==> src/rtl/pkey_check.sv <==
module pkey_check #(
  parameter int THREADS = 4,
  localparam int TW = (THREADS > 1) ? $clog2(THREADS) : 1,
  localparam int KEY_W = 5,
  localparam int NKEYS = 1 << KEY_W,
  localparam int PERM_W = 2 * NKEYS
) (
  input  logic              clk,
  input  logic              rst_n,
  input  logic              mode_b,
  input  logic              acc_valid,
  input  logic [TW-1:0]     acc_thread,
  input  logic [KEY_W-1:0]  acc_key,
  input  logic [1:0]        acc_type,
  input  logic              page_ok,
  output logic              acc_allow,
  output logic              acc_fault,
  output logic [1:0]        acc_cause,
  input  logic              wr_en,
  input  logic              wr_sel,
  input  logic [TW-1:0]     wr_thread,
  input  logic [PERM_W-1:0] wr_data,
  input  logic              rd_sel,
  input  logic [TW-1:0]     rd_thread,
  output logic [PERM_W-1:0] rd_data
);
  localparam logic [1:0] T_WRITE = 2'd1;
  localparam logic [1:0] T_FETCH = 2'd2;
  localparam logic [1:0] C_NONE = 2'd0;
  localparam logic [1:0] C_PAGE = 2'd1;
  localparam logic [1:0] C_KEY  = 2'd2;

  logic [PERM_W-1:0] perm_q [THREADS];
  logic [NKEYS-1:0]  xd_q   [THREADS];

  logic [PERM_W-1:0] wr_mask;
  assign wr_mask = mode_b ? '1 : {{(PERM_W/2){1'b0}}, {(PERM_W/2){1'b1}}};

  always_ff @(posedge clk) begin
    for (int t = 0; t < THREADS; t++) begin
      if (!rst_n) begin
        perm_q[t] <= '0;
        xd_q[t]   <= '0;
      end else if (wr_en && wr_thread == TW'(t)) begin
        if (!wr_sel)     perm_q[t] <= wr_data & wr_mask;
        else if (mode_b) xd_q[t]   <= wr_data[NKEYS-1:0];
      end
    end
  end

  logic [KEY_W-1:0]  key;
  logic [PERM_W-1:0] cur_perm;
  logic [NKEYS-1:0]  cur_xd;
  logic              rdis, wdis, xdis, key_block;

  assign key      = mode_b ? acc_key : {1'b0, acc_key[KEY_W-2:0]};
  assign cur_perm = perm_q[acc_thread];
  assign cur_xd   = xd_q[acc_thread];
  assign rdis     = cur_perm[{key, 1'b0}];
  assign wdis     = cur_perm[{key, 1'b1}];
  assign xdis     = mode_b & cur_xd[key];

  always_comb begin
    case (acc_type)
      T_FETCH: key_block = xdis;
      T_WRITE: key_block = mode_b ? wdis : (rdis | wdis);
      default: key_block = rdis;
    endcase
  end

  assign acc_cause = !acc_valid ? C_NONE :
                     !page_ok   ? C_PAGE :
                     key_block  ? C_KEY  : C_NONE;
  assign acc_fault = acc_cause != C_NONE;
  assign acc_allow = acc_valid & ~acc_fault;

  assign rd_data = rd_sel ? {{(PERM_W-NKEYS){1'b0}}, (mode_b ? xd_q[rd_thread] : {NKEYS{1'b0}})}
                          : perm_q[rd_thread];
endmodule


==> config.mk <==
export PLATFORM = sky130hd
export DESIGN_NAME = pkey_check
export DESIGN_NICKNAME = d
export VERILOG_FILES = /design/src/rtl/pkey_check.sv
export SDC_FILE = /design/constraint.sdc
export NUM_CORES = 1
export LEC_CHECK = 0
export ABC_AREA = 1
export BUFFER_PORTS_ARGS = -buffer_cell sky130_fd_sc_hd__buf_2
export CELL_PAD_IN_SITES_DETAIL_PLACEMENT = 0
export CELL_PAD_IN_SITES_GLOBAL_PLACEMENT = 1
export CORE_MARGIN = 3
export CORE_UTILIZATION = 42
export DETAILED_ROUTE_END_ITERATION = 7
export GPL_ROUTABILITY_DRIVEN = 0
export PLACE_DENSITY_LB_ADDON = 0.08
export SYNTH_ARGS = -nofsm -noshare
export SYNTH_HDL_FRONTEND = slang
export SYNTH_SLANG_ARGS = --single-unit
==> constraint.sdc <==
create_clock -name clk -period 2.9 [get_ports clk]
set_input_delay 0.58 -clock clk [delete_from_list [all_inputs] [get_ports clk]]
set_output_delay 0.58 -clock clk [all_outputs]
set_load 0.01 [all_outputs]
==> impl_metrics.csv <==
group,metric,value,unit
place,post_dp_cell_area,0.0230,mm2
route,drt-total-wl,78500,um
global_routing,grt_pass1_wl,116000,um
pwr,finalPower,14.3,mW
layout,antenna_cells,0,
route,antenna_left,0,
hold_path,hold_path_end,"perm_q[1][50]",
layout,final_core_util,52.3,%
timing,fmax,326,MHz
layout,layout-drive-gt1-share,15.7,%
clocking,numCtsBuffers,45,
global_routing,grt_pass1_vias,18900,
route,dr.pass1.iters,5,
global_routing,antenna_found_initial,0,
pwr,p_per_area,568,mW/mm2
critical_path,cp.arrival,2.49,ns
critical_path,start_kind,"input port",
layout,fin_cells,3352,
clocking,cts_tree,"done",
layout,area_growth,21.5,%
clocking,path_clk_slew,0.06,ns
synth,synthCells,2515,
clocking,htree_levels,2,
floorplan,initial_core_util,43.0,%
route,drtIter0Drc,2089,
global_routing,track_usage,29.3,%
route,drt_drc_violations_left,0,
floorplan,coreArea,0.0483,mm2
critical_path,max_stage_delay,0.16,ns
clocking,root_buffer,"clkbuf_16",
floorplan,die_area,0.0522,mm2
route,vias_per_cell,5.77,
route,wire_per_inst,23.4,um
synth,syn_area,0.0208,mm2
layout,fillers,4450,
synth,synth_top_area_share,55.4,%
hold_path,hp-start,"wr_data[50]",
timing,fin_crit_sh,106,%
critical_path,crit_path_end_kind,"primary output",
synth,synth_top_family_by_area,"simple AND/OR/NAND/NOR gates",
timing,slew-limit-headroom,52.6,%
timing,whs,0.369,ns
synth,synth_nets,2602,
synth,synth_xor_xnor_area_share,0,%
synth,synthMuxAreaShare,0,%
synth,synth_ff_type,"edfxtp_1",
clocking,cts.path.max_buffers,3,
clocking,cts_sinks,384,
synth,synth_warnings,0,
synth,synth-compound-area-share,9.65,%
synth,synth_simple_gate_area_share,28.4,%
timing,setup_slack,-0.170,ns
timing,worst_slew_pin_slew,0.710,ns
critical_path,slowest_stage,"buf_12",
synth,synth_largest_area_cell,"edfxtp_1",
timing,min_period,3.07,ns
hold_path,min_path_type,"in2reg",
critical_path,path_max_fanout,12,
global_routing,grt_max_degree,65,
place,dpl.cell_count,3249,
synth,synth_cell_types,23,
global_routing,gr-total-overflow,0,
synth,synthArstFlopShare,0,%
synth,synth_edf_count,384,
floorplan,die_w,229,um
timing,slew_viol_final,0,
timing,finalHoldViolCount,0,
pwr,p_leak,10.1,nW
layout,design_area,0.0253,mm2
timing,rsz0062_at_grt,"true",
floorplan,fp-row-count,80,
floorplan,ios,153,
place,portBuffers,152,
layout,final_net_count,2747,
outcome,status,"finished with violations",
route,route.vias.total,19400,
synth,ys_top_cells_by_area,"edfxtp_1, nor2_1, nand2_1, nand3_1, o21ai_0",
critical_path,crit_chain,"buf_12, clkinv_8, buf_12, buf_12, nand3_1, nand3_2, nand3_1, nand2_1, o21ai_1, nand2_1, nand3_2, nand3b_1, nand2_2, nand2_2, nand2_1, nand2_2, nor2_2, buf_2",
synth,yosysMostFrequentCell,"nor2_1",
pwr,peakVddDrop,406,uV
hold_path,whs_path_depth,3,
timing,setup_viol,3,
synth,ys_ff_latch,384,
clocking,holdBufCountCts,0,
critical_path,required,2.32,ns
synth,avgSynthCellArea,8.27,um2
critical_path,path_class,"in2out",
floorplan,die_y,229,um
synth,synthAdderAreaFrac,0.120,%
synth,synth_commonest_cells,"nor2_1, nand2_1, edfxtp_1",
outcome,violations,"setup timing",
flow_run,maxCapViolCount,0,
synth,synth_seq_area_share,55.4,%
place,dp_hpwl,43900,um
-- how the worst max path moves through the flow --
stage                   from           end  slack (ns)  depth (start not counted)
6_report       acc_thread[1]  acc_cause[1]       -0.17                         18
3_5_place_dp   acc_thread[0]  acc_cause[1]       -0.36                         19
5_1_grt        acc_thread[0]  acc_cause[1]       -0.27                         20
4_1_cts        acc_thread[0]     acc_fault       -0.16                         18
3_3_place_gp   acc_thread[0]  acc_cause[1]       -0.37                         19
2_1_floorplan          rst_n  perm_q[0][0]        0.03                          3
-- final cells by class --
| class | instances | area [um2] | area share (%) |
|---|---|---|---|
| sequential | 384 | 11500 | 45.6 |
| inverter | 90 | 370 | 1.47 |
| clock inverter | 27 | 198 | 0.782 |
| multi-input combinational | 1841 | 8200 | 32.5 |
| timing repair inverter | 1 | 11.3 | 0.0446 |
| tap | 656 | 821 | 3.25 |
| timing repair buffer | 297 | 2930 | 11.6 |
| clock buffer | 56 | 1210 | 4.79 |
-- logic make-up (layout without fill, tap and decap cells) --
logic type | count (synthesis) | count (layout)
flip-flops | 384 | 384
adder cells (fa/ha/maj) | 2 | 2
buffers and inverters | 290 | 471
AND/OR/NAND/NOR | 1458 | 1458
AO/OA/AOI/OAI | 381 | 381
-- metrics by stage --
stage | setup WS [ns] | TNS, ns
2_1_floorplan | 0.0288 | 0
3_3_place_gp | -0.371 | -1.01
3_5_place_dp | -0.363 | -0.989
4_1_cts | -0.155 | -0.403
5_1_grt | -0.266 | -0.708
6_report | -0.170 | -0.420
-- sequential cells by signal, summed over array words and instances (netlist names) --
| name | flops |
|---|---|
| xd_q | 128 |
| perm_q | 256 |
-- layer usage --
metal | global-route usage (%) | up-vias | part of all wire [%]
li1 | - | 8825 | -
met1 | 39.8 | 9392 | 41
met2 | 48.0 | 978 | 47
met3 | 3.69 | 155 | 8.6
met4 | 11.4 | 0 | 3.3
met5 | 0 | - | 0
-- power breakdown --
group          switching, mW  internal, mW
Clock                   2.30          3.21
Sequential             0.183          6.47
Combinational           1.41         0.771
-- layout by cell type (no fill, tap or decap), types with 15 or more instances in the layout --
master	Yosys	final
nand2_2	0	16
o21ai_0	255	253
clkinv_1	0	15
buf_4	15	73
nand3_1	329	292
inv_1	88	85
buf_12	0	47
edfxtp_1	384	384
nand2_1	446	426
nand3_2	0	37
a21oi_1	37	35
o22ai_1	80	80
buf_2	39	147
clkbuf_16	0	50
nor2_1	674	674
-- critical path: cells and delay by family --
kind            cells  cell delay [ns]
simple gates       12             1.05
buf+inv             5             0.64
compound gates      1             0.16
-- timing repair --
item,in CTS,in global routing
pin swaps,28,6
setup buffers,4,0
resized for setup,77,19
setup endpoints to repair,3,3
gates cloned,13,3
Power figures use the tool's default switching activity.
